--- src/rtl/pwr_pkg.sv ---
package pwr_pkg;

    typedef enum logic [2:0] {
        PS_RUN   = 3'd0,
        PS_HALT  = 3'd1,
        PS_GRANT = 3'd2,
        PS_SNOOP = 3'd3,
        PS_SLEEP = 3'd4
    } pwr_state_e;

    // Active-high view of the asynchronous request pins
    typedef struct packed {
        logic rst;
        logic binit;
        logic stp;
        logic slp;
        logic smi;
        logic init;
        logic nmi;
        logic intr;
        logic flush;
    } pin_req_t;

    localparam int PIN_REQ_W = $bits(pin_req_t);

    function automatic logic clocks_may_stop(pwr_state_e s);
        return (s == PS_GRANT) || (s == PS_SLEEP);
    endfunction

endpackage

--- src/rtl/pwr_sync.sv ---
module pwr_sync #(
    parameter int              WIDTH   = 1,
    parameter int              STAGES  = 2,
    parameter logic [WIDTH-1:0] RST_VAL = '0
) (
    input  logic             clk,
    input  logic             rst_n,
    input  logic [WIDTH-1:0] d_i,
    output logic [WIDTH-1:0] q_o
);

    logic [WIDTH-1:0] chain [STAGES];

    always_ff @(posedge clk or negedge rst_n) begin
        if (!rst_n) begin
            for (int i = 0; i < STAGES; i++) chain[i] <= RST_VAL;
        end else begin
            chain[0] <= d_i;
            for (int i = 1; i < STAGES; i++) chain[i] <= chain[i-1];
        end
    end

    assign q_o = chain[STAGES-1];

    initial begin
        if (STAGES < 2) $error("pwr_sync needs at least two stages");
    end

endmodule

--- src/rtl/pwr_fsm.sv ---
module pwr_fsm
    import pwr_pkg::*;
(
    input  logic       clk,
    input  logic       rst_n,
    input  pin_req_t   req,
    input  logic       halt_exec,
    input  logic       snoop_hit,
    input  logic       snoop_done,
    output pwr_state_e state_q,
    output pwr_state_e state_d,
    output logic       origin_q,
    output logic       act_flush,
    output logic       act_init
);

    logic origin_d;
    logic rst_seen_q;
    logic flush_seen_q;
    logic wake_any;
    logic flush_rise;

    assign wake_any   = req.smi | req.init | req.nmi | req.intr;
    assign flush_rise = req.flush & ~flush_seen_q;

    // Next-state and action decode
    always_comb begin
        state_d   = state_q;
        origin_d  = origin_q;
        act_flush = 1'b0;
        act_init  = req.rst & ~rst_seen_q;

        if (req.rst) begin
            unique case (state_q)
                PS_RUN, PS_HALT: state_d = PS_RUN;
                default:         state_d = PS_GRANT;
            endcase
            origin_d = 1'b0;
        end else begin
            unique case (state_q)
                PS_RUN: begin
                    if (req.stp) begin
                        state_d  = PS_GRANT;
                        origin_d = 1'b0;
                    end else if (halt_exec) begin
                        state_d = PS_HALT;
                    end
                end
                PS_HALT: begin
                    if (req.binit) begin
                        state_d = PS_RUN;
                    end else if (req.stp) begin
                        state_d  = PS_GRANT;
                        origin_d = 1'b1;
                    end else if (wake_any) begin
                        state_d = PS_RUN;
                    end else if (flush_rise) begin
                        act_flush = 1'b1;
                    end
                end
                PS_GRANT: begin
                    if (req.binit) begin
                        origin_d = 1'b0;
                    end else if (!req.stp) begin
                        state_d = origin_q ? PS_HALT : PS_RUN;
                    end else if (req.slp) begin
                        state_d = PS_SLEEP;
                    end else if (snoop_hit) begin
                        state_d = PS_SNOOP;
                    end
                end
                PS_SNOOP: begin
                    if (snoop_done) state_d = PS_GRANT;
                end
                PS_SLEEP: begin
                    if (!req.slp) state_d = PS_GRANT;
                end
                default: state_d = PS_RUN;
            endcase
        end
    end

    // State register
    always_ff @(posedge clk or negedge rst_n) begin
        if (!rst_n) begin
            state_q      <= PS_RUN;
            origin_q     <= 1'b0;
            rst_seen_q   <= 1'b0;
            flush_seen_q <= 1'b0;
        end else begin
            state_q      <= state_d;
            origin_q     <= origin_d;
            rst_seen_q   <= req.rst;
            flush_seen_q <= req.flush;
        end
    end

endmodule

--- src/rtl/pwr_state_ctl.sv ---
module pwr_state_ctl
    import pwr_pkg::*;
#(
    parameter int SYNC_STAGES = 2
) (
    input  logic       clk,
    input  logic       rst_n,
    input  logic       halt_exec,
    input  logic       snoop_hit,
    input  logic       snoop_done,
    input  logic       clk_stop_en,
    input  logic       core_reset_n,
    input  logic       bus_init_n,
    input  logic       stop_clk_n,
    input  logic       sleep_n,
    input  logic       smi_n,
    input  logic       init_n,
    input  logic       nmi,
    input  logic       intr,
    input  logic       flush_n,
    output logic [2:0] state,
    output logic       clk_run,
    output logic       flush_ack,
    output logic       init_pulse
);

    pin_req_t   req_raw;
    pin_req_t   req_s;
    pwr_state_e state_q;
    pwr_state_e state_d;
    logic       origin_q;
    logic       act_flush;
    logic       act_init;

    always_comb begin
        req_raw.rst   = ~core_reset_n;
        req_raw.binit = ~bus_init_n;
        req_raw.stp   = ~stop_clk_n;
        req_raw.slp   = ~sleep_n;
        req_raw.smi   = ~smi_n;
        req_raw.init  = ~init_n;
        req_raw.nmi   = nmi;
        req_raw.intr  = intr;
        req_raw.flush = ~flush_n;
    end

    pwr_sync #(
        .WIDTH  (PIN_REQ_W),
        .STAGES (SYNC_STAGES),
        .RST_VAL('0)
    ) u_sync (
        .clk  (clk),
        .rst_n(rst_n),
        .d_i  (req_raw),
        .q_o  (req_s)
    );

    pwr_fsm u_fsm (
        .clk       (clk),
        .rst_n     (rst_n),
        .req       (req_s),
        .halt_exec (halt_exec),
        .snoop_hit (snoop_hit),
        .snoop_done(snoop_done),
        .state_q   (state_q),
        .state_d   (state_d),
        .origin_q  (origin_q),
        .act_flush (act_flush),
        .act_init  (act_init)
    );

    // Output register
    always_ff @(posedge clk or negedge rst_n) begin
        if (!rst_n) begin
            clk_run    <= 1'b1;
            flush_ack  <= 1'b0;
            init_pulse <= 1'b0;
        end else begin
            clk_run    <= ~(clocks_may_stop(state_d) & clk_stop_en);
            flush_ack  <= act_flush;
            init_pulse <= act_init;
        end
    end

    assign state = state_q;

endmodule

--- config.mk ---
export PLATFORM = sky130hd
export DESIGN_NAME = pwr_state_ctl
export DESIGN_NICKNAME = d
export VERILOG_FILES = /design/src/rtl/pwr_pkg.sv /design/src/rtl/pwr_sync.sv /design/src/rtl/pwr_fsm.sv /design/src/rtl/pwr_state_ctl.sv
export SDC_FILE = /design/constraint.sdc
export NUM_CORES = 1
export LEC_CHECK = 0
export BUFFER_PORTS_ARGS = -buffer_cell sky130_fd_sc_hd__clkbuf_2
export CAP_MARGIN = 20
export CORE_MARGIN = 4
export CORE_UTILIZATION = 51
export DETAILED_ROUTE_END_ITERATION = 8
export GPL_TIMING_DRIVEN = 0
export HOLD_SLACK_MARGIN = 0.12
export PLACE_DENSITY_LB_ADDON = 0.12
export SYNTH_ARGS = -nofsm -noshare
export SYNTH_HDL_FRONTEND = slang
export SYNTH_SLANG_ARGS = --single-unit
--- constraint.sdc ---
create_clock -name clk -period 1.5 [get_ports clk]
set_clock_uncertainty 0.2 [all_clocks]
set_input_delay 0.3 -clock clk [delete_from_list [all_inputs] [get_ports clk]]
set_output_delay 0.3 -clock clk [all_outputs]
set_load 0.02 [all_outputs]
==> metrics.yaml <==
timing.rr.end: "clk_run$_DFF_PN1_"
die_area_um2: 2700
wl_per_cell_um: 11.3
gp_congestion: 0.795
slew_headroom_pct: 58.4
die_w_um: 52.0
hold_depth: 0
cts.path.max_buffers: 2
min_period_ns: 1.47
power_frac_clock_pct: 21.4
reg2reg_from: "u_sync.q_o[8]$_DFF_PN0_"
critPathTopFamily: "flip-flops"
layout.cells.non_filler: 137
io_pins: 21
portBuffers: 20
avgSynthCellArea_um2: 13.2
min-delay-start: "u_sync.chain[14]$_DFF_PN0_"
clockRootBuffer: "clkbuf_4"
status: "finished, final reports clean"
num_vias: 645
cts_buffers: 3
postPlaceCellArea_um2: 1120
diodes: 0
power_frac_seq_pct: 56.8
maxSlewViolCount: 0
crit_chain: "buf_8"
drt_iter0_drc: 4
critPathMaxFanout: 1
crit_slowest_cell: "dfstp_2"
dpl.cell_count: 120
clkTransAtPathRegs_ns: 0.13
drv_cap: 0
viasPerCell: 4.71
hold_end: "u_sync.q_o[5]$_DFF_PN0_"
grt_max_degree: 28
p_switching_mw: 0.396
fin_nets: 128
hold_viol: 0
period_share_pct: 98.1
synth_nets: 90
grt_pass1_vias: 656
drive_gt1_share_pct: 33.9
finalWorstSetupSlack_ns: 0.0282
rrSetupSlack_ns: 0.08
drc: 0
grt-ovfl-total: 0
drt-total-wl_um: 1550
row_count: 15
max_freq_ghz: 0.679
power.internal_mw: 1.04
place_ws_ns: 0.0827
yosys_warnings: 0
cts_tree: "built"
ys_ff_latch: 27
syn_inst: 75
endpoint_kind: "output pin"
power.density_nw_per_um2: 1090
crit_arrival_ns: 0.97
start_util_pct: 55.4
firstDrtPassIters: 2
critPathLaunchType: "flip-flop"
hold_class: "reg -> reg"
rsz0062_at_grt: "true"
dp_hpwl_um: 1060
antenna_left: 0
peakVddDrop_mv: 0.748
path_buf_inv: 1
antenna_found_initial: 0
switching_share_pct: 27.7
h-tree-depth: 1
cts_sinks: 27
cpPeakStageDelay_ns: 0.56
crit_required_ns: 1.00
post-route-cell-area_um2: 1310
clock_latency_ns: 0.32
die_y_um: 52.0
synth_cell_type_count: 26
grtUsageTotal_pct: 13.9
seq_area_frac_synth_pct: 68.6
max_slew.worst_pin.slew_ns: 0.624
setup_viol: 0
p_comb_share_pct: 21.8
area_growth_pct: 32.7
core_um2: 1780
hold_ws_ns: 0.165
worstRegToRegCells: 5
p_leak_nw: 0.622
grt_pass1_wl_um: 2840
synth_area_um2: 987
critPathKind: "reg -> out"
-- state kept, by name, summed over array words and instances, names as in the netlist --
name,flops
u_sync.q_o,9
clk_run,1
u_fsm.rst_seen_q,1
flush_ack,1
u_fsm.state_q,3
u_sync.chain,9
u_fsm.flush_seen_q,1
init_pulse,1
u_fsm.origin_q,1
-- area by class of cell --
cell class              instances  area, um2
inverters                      11       41.3
plain buffers                   4       37.5
fillers                       119        473
clock buffers                   3       22.5
multi-input cells              33        241
clock inverters                 1       7.51
well taps                      25       31.3
flip-flops and latches         27        678
repair buffers                 33        250
-- placed cells by master, fill, tap and decap left out --
cell,count
clkinvlp_4,1
nor2_2,1
clkbuf_2,19
nor4_1,1
nor3b_1,1
o31ai_2,1
a31oi_1,5
a311oi_2,1
inv_1,11
nand2_1,3
clkbuf_4,3
buf_12,1
buf_4,2
o22ai_1,1
nand3_1,1
nor2b_1,2
dfrtp_2,1
nor4_2,1
nor3_2,1
o2111ai_1,1
nor3_1,2
buf_8,1
dfstp_2,1
dlygate4sd3_1,12
and2b_1,1
nor2b_2,1
o221a_1,1
nor4_4,1
buf_6,2
nor2_1,4
dfrtp_1,25
o21ai_1,1
o211ai_1,1
mux2i_1,1
-- cell families (layout without fill, tap and decap cells) --
logic type	after synthesis	after routing	share of synthesized area, %
buf+inv	15	52	7.98
flops	27	27	68.6
compound gates	12	12	9.38
simple gates	20	20	13.1
mux	1	1	1.01
-- stage by stage --
step                      power (mW)  utilization, %  setup TNS (ns)
after floorplan                 1.00               -               0
after global placement          1.08            62.7               0
after detailed placement        1.09            62.7               0
after CTS                       1.42            71.7               0
after global routing            1.52            73.5        -0.00955
final                           1.43            73.5               0
-- power groups by stage --
stage	Clock (mW)	Combinational, mW	Sequential (mW)
floorplan	0	0.150	0.852
global placement	0	0.254	0.822
detailed placement	0	0.260	0.826
CTS	0.317	0.294	0.813
global route	0.356	0.348	0.821
finish	0.306	0.312	0.814
-- synthesized netlist by cell type (all sizes together) --
| master | number | share of area (%) |
|---|---|---|
| o31ai | 1 | 0.76 |
| o21ai | 1 | 0.51 |
| nor3 | 3 | 1.5 |
| o22ai | 1 | 0.63 |
| nand3 | 1 | 0.51 |
| o2111ai | 1 | 0.89 |
| buf | 4 | 3.8 |
| nor2b | 3 | 2.2 |
| a31oi | 5 | 3.2 |
| nor2 | 5 | 2.2 |
| dfstp | 1 | 2.7 |
| o221a | 1 | 1.1 |
| nor3b | 1 | 0.76 |
| nand2 | 3 | 1.1 |
| a311oi | 1 | 1.5 |
| nor4 | 3 | 4.1 |
| dfrtp | 26 | 66 |
| mux2i | 1 | 1.0 |
| and2b | 1 | 0.76 |
| o211ai | 1 | 0.76 |
| inv | 11 | 4.2 |
-- how the worst max path moves through the flow --
stage	slack, ns	cells past startpoint	from	endpoint
final	0.03	1	clk_run$_DFF_PN1_	clk_run
after global placement	0.13	4	u_sync.q_o[3]$_DFF_PN0_	clk_run$_DFF_PN1_
after global routing	-0.01	1	clk_run$_DFF_PN1_	clk_run
after floorplan	0.11	5	u_fsm.state_q[0]$_DFF_PN0_	clk_run$_DFF_PN1_
after detailed placement	0.08	5	u_fsm.state_q[0]$_DFF_PN0_	clk_run$_DFF_PN1_
after CTS	0.0006	1	clk_run$_DFF_PN1_	clk_run
-- repair_timing --
item / 4_1_cts / 5_1_grt
setup buffers: 0 / 1
hold buffers: 12 / 0
endpoints found under the hold margin: 37 / 0
resized for setup: 3 / 3
setup endpoints to repair: 2 / 3
-- routing by layer --
layer	vias to the layer above	global-route usage, %	wire length, um
met5	-	0	0
met4	0	2.62	0
met3	0	3.44	93
met2	18	23.2	759
met1	303	18.4	698
li1	324	-	-
Note: power is estimated with default switching activity, not from simulation.
